**src/rtl/adc_ser_pkg.sv**
```systemverilog
package adc_ser_pkg;

    typedef enum logic {
        LANE_MODE_ONE = 1'b0,
        LANE_MODE_TWO = 1'b1
    } lane_mode_e;

    typedef struct packed {
        lane_mode_e mode;
        logic       lsb_first;
    } lane_cfg_t;

    // Number of bit slots in one frame for a given word width and lane mode
    function automatic int unsigned frame_slots(lane_mode_e m, int unsigned w);
        return (m == LANE_MODE_TWO) ? w / 2 : w;
    endfunction

    // Word bit carried by a lane in a given slot.
    // upper=1 selects the first lane of a channel, upper=0 the second.
    function automatic int unsigned lane_bit_index(lane_mode_e m, logic lsb,
                                                   logic upper, int unsigned w,
                                                   int unsigned slot);
        int unsigned base;
        int unsigned span;
        if (m == LANE_MODE_TWO) begin
            span = w / 2;
            base = upper ? w / 2 : 0;
        end else begin
            span = w;
            base = 0;
        end
        return lsb ? base + slot : base + span - 1 - slot;
    endfunction

endpackage

```
**src/rtl/adc_ser_sample_stage.sv**
```systemverilog
module adc_ser_sample_stage
    import adc_ser_pkg::*;
#(
    parameter int NUM_CH   = 4,
    parameter int SAMPLE_W = 12
) (
    input  logic                       clk,
    input  logic                       rst,
    input  logic                       smp_valid,
    input  logic [NUM_CH*SAMPLE_W-1:0] smp_data,
    input  logic                       load,
    input  logic                       twos_comp,
    output logic [NUM_CH*SAMPLE_W-1:0] frame_word
);
    localparam int FLAT_W = NUM_CH * SAMPLE_W;

    logic [FLAT_W-1:0] hold_q;
    logic [FLAT_W-1:0] word_q;

    always_ff @(posedge clk) begin
        if (rst) begin
            hold_q <= '0;
        end else if (smp_valid) begin
            hold_q <= smp_data;
        end
    end

    // Coding step: inverting the top bit maps offset binary to two's complement
    for (genvar c = 0; c < NUM_CH; c++) begin : g_ch
        logic [SAMPLE_W-1:0] coded;
        always_comb begin
            coded = hold_q[c*SAMPLE_W +: SAMPLE_W];
            coded[SAMPLE_W-1] = coded[SAMPLE_W-1] ^ twos_comp;
        end

        always_ff @(posedge clk) begin
            if (rst) begin
                word_q[c*SAMPLE_W +: SAMPLE_W] <= '0;
            end else if (load) begin
                word_q[c*SAMPLE_W +: SAMPLE_W] <= coded;
            end
        end
    end

    assign frame_word = word_q;

    // the serialized words change only when a frame starts
    p_word_hold_r9: assert property (@(posedge clk) disable iff (rst)
        !load |=> $stable(word_q));

endmodule

```
**src/rtl/adc_ser_slot_timer.sv**
```systemverilog
module adc_ser_slot_timer
    import adc_ser_pkg::*;
#(
    parameter int SAMPLE_W = 12
) (
    input  logic                        clk,
    input  logic                        rst,
    input  logic                        bit_en,
    input  lane_cfg_t                   cfg_in,
    output logic                        load,
    output logic                        running,
    output logic [$clog2(SAMPLE_W)-1:0] slot,
    output lane_cfg_t                   cfg_act,
    output logic                        frame_out,
    output logic                        bit_strobe
);
    localparam int SLOT_W = $clog2(SAMPLE_W);

    logic [SLOT_W-1:0] slot_q;
    logic              run_q;
    logic              strobe_q;
    lane_cfg_t         cfg_q;
    logic [SLOT_W-1:0] last_slot;
    logic [SLOT_W-1:0] half_slots;

    always_comb begin
        last_slot  = SLOT_W'(frame_slots(cfg_q.mode, SAMPLE_W) - 1);
        half_slots = SLOT_W'(frame_slots(cfg_q.mode, SAMPLE_W) / 2);
    end

    // A frame starts on the first enabled slot after reset or after the last slot
    assign load = bit_en && (!run_q || slot_q == last_slot);

    always_ff @(posedge clk) begin
        if (rst) begin
            slot_q   <= '0;
            run_q    <= 1'b0;
            strobe_q <= 1'b0;
            cfg_q    <= '0;
        end else begin
            strobe_q <= bit_en;
            if (load) begin
                slot_q <= '0;
                run_q  <= 1'b1;
                cfg_q  <= cfg_in;
            end else if (bit_en) begin
                slot_q <= slot_q + 1'b1;
            end
        end
    end

    assign running    = run_q;
    assign slot       = slot_q;
    assign cfg_act    = cfg_q;
    assign bit_strobe = strobe_q;
    assign frame_out  = run_q && (slot_q < half_slots);

    // without a bit enable the slot position is frozen
    p_slot_hold_r3: assert property (@(posedge clk) disable iff (rst)
        !bit_en |=> ($stable(slot_q) && $stable(run_q)));

    // the slot never runs past the last slot of the active frame length
    p_slot_range_r8: assert property (@(posedge clk) disable iff (rst)
        run_q |-> (slot_q <= last_slot));

    // each frame opens with the marker high
    p_frame_open_r8: assert property (@(posedge clk) disable iff (rst)
        load |=> frame_out);

    // lane mode and order settle only at a frame start
    p_cfg_hold_r10: assert property (@(posedge clk) disable iff (rst)
        !load |=> $stable(cfg_q));

endmodule

```
**src/rtl/adc_ser_lane_mux.sv**
```systemverilog
module adc_ser_lane_mux
    import adc_ser_pkg::*;
#(
    parameter int SAMPLE_W = 12
) (
    input  logic [SAMPLE_W-1:0]         word,
    input  logic [$clog2(SAMPLE_W)-1:0] slot,
    input  lane_cfg_t                   cfg,
    input  logic                        running,
    output logic                        lane_hi,
    output logic                        lane_lo
);
    localparam int IDX_W = $clog2(SAMPLE_W);

    logic [IDX_W-1:0] idx_hi;
    logic [IDX_W-1:0] idx_lo;

    always_comb begin
        idx_hi = IDX_W'(lane_bit_index(cfg.mode, cfg.lsb_first, 1'b1,
                                       SAMPLE_W, int'(slot)));
        idx_lo = IDX_W'(lane_bit_index(cfg.mode, cfg.lsb_first, 1'b0,
                                       SAMPLE_W, int'(slot)));
        lane_hi = 1'b0;
        lane_lo = 1'b0;
        if (running) begin
            lane_hi = word[idx_hi];
            if (cfg.mode == LANE_MODE_TWO) begin
                lane_lo = word[idx_lo];
            end
        end
    end

endmodule

```
**src/rtl/adc_lane_serializer.sv**
```systemverilog
module adc_lane_serializer
    import adc_ser_pkg::*;
#(
    parameter int NUM_CH   = 4,
    parameter int SAMPLE_W = 12
) (
    input  logic                       clk,
    input  logic                       rst,
    input  logic                       bit_en,
    input  logic                       smp_valid,
    input  logic [NUM_CH*SAMPLE_W-1:0] smp_data,
    input  logic                       cfg_two_lane,
    input  logic                       cfg_lsb_first,
    input  logic                       cfg_twos_comp,
    output logic [NUM_CH*2-1:0]        ser_data,
    output logic                       frame_out,
    output logic                       bit_strobe
);
    localparam int SLOT_W = $clog2(SAMPLE_W);
    localparam int FLAT_W = NUM_CH * SAMPLE_W;

    lane_cfg_t         cfg_live;
    lane_cfg_t         cfg_act;
    logic              load;
    logic              running;
    logic [SLOT_W-1:0] slot;
    logic [FLAT_W-1:0] frame_word;
    logic [NUM_CH-1:0] lane_hi;
    logic [NUM_CH-1:0] lane_lo;

    always_comb begin
        cfg_live.mode      = cfg_two_lane ? LANE_MODE_TWO : LANE_MODE_ONE;
        cfg_live.lsb_first = cfg_lsb_first;
    end

    adc_ser_slot_timer #(
        .SAMPLE_W (SAMPLE_W)
    ) timer_i (
        .clk        (clk),
        .rst        (rst),
        .bit_en     (bit_en),
        .cfg_in     (cfg_live),
        .load       (load),
        .running    (running),
        .slot       (slot),
        .cfg_act    (cfg_act),
        .frame_out  (frame_out),
        .bit_strobe (bit_strobe)
    );

    adc_ser_sample_stage #(
        .NUM_CH   (NUM_CH),
        .SAMPLE_W (SAMPLE_W)
    ) stage_i (
        .clk        (clk),
        .rst        (rst),
        .smp_valid  (smp_valid),
        .smp_data   (smp_data),
        .load       (load),
        .twos_comp  (cfg_twos_comp),
        .frame_word (frame_word)
    );

    for (genvar c = 0; c < NUM_CH; c++) begin : g_lane
        adc_ser_lane_mux #(
            .SAMPLE_W (SAMPLE_W)
        ) mux_i (
            .word    (frame_word[c*SAMPLE_W +: SAMPLE_W]),
            .slot    (slot),
            .cfg     (cfg_act),
            .running (running),
            .lane_hi (lane_hi[c]),
            .lane_lo (lane_lo[c])
        );

        assign ser_data[2*c]   = lane_hi[c];
        assign ser_data[2*c+1] = lane_lo[c];

        // the second lane of a channel is silent in single-lane frames
        p_lane_lo_quiet_r6: assert property (@(posedge clk) disable iff (rst)
            (running && cfg_act.mode == LANE_MODE_ONE) |-> !ser_data[2*c+1]);
    end

    // before the first frame starts, the lanes and the marker stay low
    p_idle_quiet_r1: assert property (@(posedge clk) disable iff (rst)
        !running |-> (ser_data == '0 && !frame_out));

endmodule

```
**config.mk**
```make
export PLATFORM = sky130hd
export DESIGN_NAME = adc_lane_serializer
export DESIGN_NICKNAME = d
export VERILOG_FILES = /design/src/rtl/adc_ser_pkg.sv /design/src/rtl/adc_ser_sample_stage.sv /design/src/rtl/adc_ser_slot_timer.sv /design/src/rtl/adc_ser_lane_mux.sv /design/src/rtl/adc_lane_serializer.sv
export SDC_FILE = /design/constraint.sdc
export NUM_CORES = 1
export LEC_CHECK = 0
export ABC_CLOCK_PERIOD_IN_PS = 4600
export BUFFER_PORTS_ARGS = -buffer_cell sky130_fd_sc_hd__buf_2
export CAP_MARGIN = 30
export CORE_MARGIN = 8
export CORE_UTILIZATION = 45
export DETAILED_ROUTE_END_ITERATION = 12
export GPL_TIMING_DRIVEN = 0
export SLEW_MARGIN = 20
export SYNTH_ARGS = -nofsm -noshare
export SYNTH_HDL_FRONTEND = slang
export SYNTH_HIERARCHICAL = 1
export SYNTH_SLANG_ARGS = --single-unit
```
**constraint.sdc**
```tcl
create_clock -name clk -period 4.6 [get_ports clk]
set_input_delay 0.92 -clock clk [delete_from_list [all_inputs] [get_ports clk]]
set_output_delay 0.92 -clock clk [all_outputs]
set_load 0.1 [all_outputs]
```
==> results.json, run 1 <==
{
  "outcome": "finished clean",
  "ctsHoldBuffers": 0,
  "crit_family": "compound AO/OA/AOI/OAI gates",
  "drtIter0Drc": 198,
  "clock-sinks": 104,
  "vias_per_cell": 5.035,
  "hold_path_class": "flip-flop to flip-flop",
  "r2r_end": "stage_i/frame_word[14]",
  "power.density_nw_per_um2": 316.1,
  "synth-compound-area-share_pct": 3.737,
  "yosys_warnings": 6,
  "hold_path_end": "stage_i/hold_q[39]",
  "r2r.worst_path.cells": 8,
  "path_cells": "inv_1 -> fa_1 -> nand2_1 -> o31ai_1 -> a2111oi_0 -> a2111o_1 -> a21boi_2 -> buf_2",
  "worstSkewPairLatency_ns": 0.35,
  "cts_setup_buffers": 0,
  "ys_ff_latch": 104,
  "core-area_um2": 12620,
  "route.detailed.drc": 0,
  "num-fill-cells": 1165,
  "dr.pass1.iters": 6,
  "area_growth_pct": 14.47,
  "synth.top_cell.area_share_pct": 35.94,
  "initial_core_util_pct": 45.91,
  "setup-tns-final_ns": 0,
  "nets": 688,
  "ant_nets": 0,
  "die_w_um": 129.5,
  "syn_area_um2": 5793,
  "vias": 3922,
  "grt_pass1_vias": 4010,
  "critPathSlowestCell": "dfxtp_1",
  "die_h_um": 129.5,
  "drive_gt1_share_pct": 19.44,
  "synth_cell_types": 43,
  "cap_violations": 0,
  "dp.cells": 764,
  "critPathMaxStageDelay_ns": 0.86,
  "switching_power_w": 0.0005571,
  "dp_hpwl_mm": 9.049,
  "synth_top_family_by_area": "multiplexers",
  "synthSimpleGateAreaFrac_pct": 11.19,
  "leakage_nw": 2.919,
  "wl_mm": 12.04,
  "synthTopCellsByArea": "dfxtp_1, mux2i_1, mux4_1",
  "cp-end-kind": "output port",
  "cp_max_fo": 21,
  "dieArea_um2": 16760,
  "fmax_mhz": 231.7,
  "cts-resized-gates": 0,
  "grt_setup_unrepaired": "false",
  "period_share_pct": 93.83,
  "clockRootBuffer": "clkbuf_16",
  "synth-adder-area-share_pct": 6.998,
  "syn_inst": 531,
  "period_needed_ns": 4.316,
  "r2r_slack_ns": 2.02,
  "antenna_cells": 0,
  "gr-total-overflow": 0,
  "startpoint_type": "flip-flop",
  "rows": 41,
  "portBuffers": 60,
  "p_clk_share_pct": 36.7,
  "hp-start": "stage_i/hold_q[39]",
  "numCtsBuffers": 9,
  "synthXorXnorAreaFrac_pct": 6.717,
  "whs_path_depth": 2,
  "seqPwrFrac_pct": 46.8,
  "grt_pass1_wl_mm": 20.27,
  "synth_nets": 616,
  "setup_viol": 0,
  "routedWlPerCell_um": 15.46,
  "r2r-start": "timer_i/slot[2]",
  "syn_area_per_cell_um2": 10.91,
  "comb_power_share_pct": 16.5,
  "tightest_slew_ns": 0.9343,
  "yosysSeqAreaShare_pct": 35.94,
  "htreeDepth": 3,
  "intPower_w": 0.001539,
  "fin_cells": 779,
  "setup.worst_path.class": "flip-flop to output port",
  "antenna_found_initial": 0,
  "relSlewSlack_pct": 37.63,
  "cts.clk_slew.worst_paths_ns": 0.07,
  "swShare_pct": 26.58,
  "final_hold_viol_count": 0,
  "clock_path_buffers": 2,
  "slew_violations": 0,
  "synth.largest_area_cell": "dfxtp_1",
  "io-pin-count": 65,
  "critPathBufInv": 2,
  "tritoncts": "yes",
  "critical_path_required_ns": 3.68,
  "grt_max_degree": 43,
  "synth_mux_area_share_pct": 29.57,
  "peakVddDrop_mv": 0.2639,
  "skew_ns": 0.003689,
  "globalplace.congestion": 0.7810,
  "grt_usage_pct": 15.31,
  "crit_arrival_ns": 3.40
}
## worst register-to-register path: stages, from the launching register on
cell and delay (ns):
dfxtp_1 0.86, ha_1 0.39, nor2b_1 0.15, o21ai_2 0.12, a21boi_4 0.24, buf_4 0.23, buf_6 0.20, mux2i_1 0.20
nor2_1 0.06
## layout make-up
class                   instances  area, um2  area share, %
multi-input cells             375       3379          50.96
flip-flops and latches        104       2083          31.42
repair buffers                 61      320.3          4.830
plain buffers                  30      256.5          3.868
clock buffers                  10      229.0          3.453
well taps                     172      215.2          3.245
inverters                      22      82.58          1.245
clock inverters                 5      65.06         0.9811
## cells in the mapped netlist (all sizes together)
cell and count:
and2b 2, nor4 2, nor2b 3, mux4 18, clkbuf 8, and3b 1, nand3 6, o2bb2ai 4
xnor2 18, o211ai 1, o31ai 2, ha 26, fa 4, inv 22, a211oi 4, mux2 7
o21ai 1, nor3 7, buf 22, a21oi 4, or2b 1, a2111o 2, xor3 4, a31oi 1
dfxtp 104, nand2b 6, a2111oi 2, a21boi 3, nor3b 3, a32o 2, mux2i 116, xor2 7
nor2 109, nand2 7, nand4 2
## per-stage QoR
step	utilization, %	total power (W)	hold slack [ns]	area, um2	setup WS, ns
global route	52.55	0.002197	0.5252	6631	0.01664
finish	52.55	0.002096	0.4967	6631	0.2839
CTS	52.55	0.002124	0.5029	6631	0.2256
global placement	50.05	0.001337	0.4719	6316	0.1167
floorplan	-	0.001264	0.4596	5801	0.1133
detailed placement	50.22	0.001348	0.4848	6337	0.6182
## power groups by stage
| stage | combinational [W] | sequential, W | clock [W] |
|---|---|---|---|
| CTS | 0.000349 | 0.000981 | 0.000795 |
| global placement | 0.000331 | 0.00101 | 0 |
| finish | 0.000346 | 0.000980 | 0.000770 |
| detailed placement | 0.000347 | 0.00100 | 0 |
| floorplan | 0.000270 | 0.000994 | 0 |
| global route | 0.000379 | 0.000986 | 0.000833 |
## metal layers
layer	track usage (%)	vias to the layer above	wire (um)
met5	0	-	0
li1	-	1989	-
met1	20.45	1854	5911
met2	23.77	68	5469
met4	4.303	0	137
met3	4.150	11	525
## logic make-up after synthesis
logic type / after synthesis
fa+ha+maj: 30
simple gates: 149
xor+xnor: 29
compound gates: 26
mux: 141
buf+inv: 52
flops: 104
## cells in the final DEF (no fill, tap or decap), drive strengths merged, types with 4 or more instances in the layout
| master | count |
|---|---|
| nand3 | 6 |
| xor2 | 7 |
| xor3 | 4 |
| o2bb2ai | 4 |
| nor3 | 7 |
| ha | 26 |
| fa | 4 |
| a211oi | 4 |
| nor2 | 109 |
| nand2b | 6 |
| clkbuf | 18 |
| mux4 | 18 |
| a21oi | 4 |
| inv | 24 |
| nand2 | 7 |
| mux2i | 116 |
| buf | 83 |
| xnor2 | 18 |
| mux2 | 7 |
| dfxtp | 104 |
## worst max-delay path by stage
stage	start	depth (start not counted)	endpoint
3_5_place_dp	timer_i/slot[2]	8	ser_data[6]
5_1_grt	timer_i/slot[2]	8	ser_data[6]
3_3_place_gp	timer_i/cfg_act[1]	7	ser_data[6]
6_report	timer_i/slot[2]	8	ser_data[6]
4_1_cts	timer_i/slot[2]	8	ser_data[6]
2_1_floorplan	timer_i/cfg_act[1]	8	ser_data[1]
## registers in the layout, summed over array words and instances, names as in the netlist
| register | count |
|---|---|
| stage_i/frame_word | 48 |
| stage_i/hold_q | 48 |
| timer_i/bit_strobe | 1 |
| timer_i/cfg_act | 2 |
| timer_i/running | 1 |
| timer_i/slot | 4 |
Power figures use the tool's default switching activity.
==> run 2: changes to the inputs <==
--- a/config.mk
+++ b/config.mk
@@ -12,6 +12,7 @@
 export CORE_UTILIZATION = 45
 export DETAILED_ROUTE_END_ITERATION = 12
 export GPL_TIMING_DRIVEN = 0
+export PLACE_DENSITY_LB_ADDON = 0.25
 export SLEW_MARGIN = 20
 export SYNTH_ARGS = -nofsm -noshare
 export SYNTH_HDL_FRONTEND = slang
==> results.json, run 2 (synthesis gave the netlist of run 1 again) <==
{
  "crit_arrival_ns": 3.43,
  "cts-resized-gates": 0,
  "cp-end-kind": "output port",
  "cp_max_fo": 43,
  "area_growth_pct": 14.47,
  "power.density_nw_per_um2": 319.8,
  "vias_per_cell": 5.047,
  "rows": 41,
  "peakVddDrop_mv": 0.2487,
  "tritoncts": "yes",
  "skew_ns": 0.006320,
  "period_needed_ns": 4.345,
  "clockRootBuffer": "clkbuf_16",
  "grt_max_degree": 44,
  "p_clk_share_pct": 37.6,
  "switching_power_w": 0.0005644,
  "period_share_pct": 94.46,
  "drive_gt1_share_pct": 19.60,
  "multi_input_area_um2": 3379,
  "grt_pass1_wl_mm": 19.46,
  "fmax_mhz": 230.1,
  "routedWlPerCell_um": 15.26,
  "htreeDepth": 3,
  "cap_violations": 0,
  "intPower_w": 0.001556,
  "io-pin-count": 65,
  "seqPwrFrac_pct": 46.5,
  "hold_path_class": "flip-flop to flip-flop",
  "gr-total-overflow": 0,
  "antenna_cells": 0,
  "die_h_um": 129.5,
  "route.detailed.drc": 0,
  "dp.cells": 763,
  "fin_total_pwr_w": 0.002121,
  "critPathSlowestCell": "dfxtp_2",
  "relSlewSlack_pct": 38.92,
  "setup_viol": 0,
  "tightest_slew_ns": 0.9149,
  "grt_pass1_vias": 3923,
  "core-area_um2": 12620,
  "final_cell_mix": "mux2i_1, nor2_1, dfxtp_1",
  "cts_setup_buffers": 0,
  "numCtsBuffers": 9,
  "mostFrequentLayoutCell": "mux2i_1",
  "antenna_found_initial": 0,
  "critPathBufInv": 2,
  "grt_setup_unrepaired": "false",
  "setup.worst_path.class": "flip-flop to output port",
  "initial_core_util_pct": 45.91,
  "dp_hpwl_mm": 8.907,
  "worstSkewPairLatency_ns": 0.35,
  "leakage_nw": 2.925,
  "setup-tns-final_ns": 0,
  "dieArea_um2": 16760,
  "globalplace.congestion": 0.7928,
  "grt_usage_pct": 14.74,
  "comb_power_share_pct": 15.9,
  "cts.clk_slew.worst_paths_ns": 0.07,
  "dr.pass1.iters": 4,
  "path_cells": "ha_1 -> inv_1 -> fa_1 -> nand2_1 -> o31ai_1 -> a2111oi_0 -> a2111o_1 -> a21boi_2 -> buf_2",
  "clock_path_buffers": 2,
  "wl_mm": 11.89,
  "hold_ws_ns": 0.4962,
  "regArea_um2": 2083,
  "clock-sinks": 104,
  "fin_cells": 779,
  "swShare_pct": 26.61,
  "portBuffers": 60,
  "drtIter0Drc": 170,
  "final_hold_viol_count": 0,
  "outcome": "finished clean",
  "crit_family": "compound AO/OA/AOI/OAI gates",
  "critPathMaxStageDelay_ns": 0.86,
  "vias": 3932,
  "ant_nets": 0,
  "num-fill-cells": 1162,
  "die_w_um": 129.5,
  "nets": 687,
  "critical_path_required_ns": 3.68,
  "slew_violations": 0,
  "startpoint_type": "flip-flop",
  "ctsHoldBuffers": 0
}
## run 2: cell types whose count changed in the layout (fill, tap and decap cells not counted)
| cell | delta |
|---|---|
| clkinv_4 | +2 |
| clkinvlp_4 | -1 |
| clkbuf_1 | -1 |
| buf_12 | -1 |
| clkbuf_8 | +1 |
## run 2: layout make-up
type,instances,area share [%]
Buffer,30,3.868
Clock buffer,10,3.604
Clock inverter,6,1.132
Inverter,22,1.245
Multi-Input combinational cell,375,50.96
Sequential cell,104,31.42
Tap cell,172,3.245
Timing Repair Buffer,60,4.528
## run 2: per-layer routing
metal / vias to the layer above / track usage (%) / wire length [um] / part of all wire (%)
li1: 1997 / - / - / -
met1: 1861 / 18.53 / 5660 / 48
met2: 60 / 23.81 / 5574 / 47
met3: 14 / 3.944 / 470 / 4.0
met4: 0 / 5.328 / 186 / 1.6
met5: - / 0 / 0 / 0
## run 2: final timing paths
check	start	end	slack, ns	cells past startpoint
setup / recovery	timer_i/cfg_act[1]	ser_data[6]	0.25	9
hold / removal	stage_i/hold_q[43]	stage_i/hold_q[43]	0.50	2
setup reg to reg	timer_i/cfg_act[1]	stage_i/frame_word[0]	2.03	8
hold reg to reg	stage_i/hold_q[43]	stage_i/hold_q[43]	0.50	2
## run 2: per-stage QoR
step | worst slack [ns] | util (%) | instance area [um2]
3_5_place_dp | 0.6442 | 50.06 | 6317
4_1_cts | 0.2313 | 52.55 | 6631
5_1_grt | 0.03131 | 52.55 | 6631
6_report | 0.2547 | 52.55 | 6631
3_3_place_gp | 0.1753 | 50.05 | 6316
2_1_floorplan | 0.1133 | - | 5801
## run 2: tightest hold or removal path, cell delays in order (launching register included)
cell     delay (ns)
dfxtp_1        0.33
mux2i_1        0.06
nor2_1         0.07
## run 2: power by group through the flow
| stage | sequential, W | combinational, W | clock, W |
|---|---|---|---|
| 2_1_floorplan | 0.000994 | 0.000270 | 0 |
| 3_3_place_gp | 0.00100 | 0.000330 | 0 |
| 3_5_place_dp | 0.00101 | 0.000338 | 0 |
| 4_1_cts | 0.000986 | 0.000340 | 0.000823 |
| 5_1_grt | 0.000992 | 0.000367 | 0.000863 |
| 6_report | 0.000986 | 0.000337 | 0.000798 |
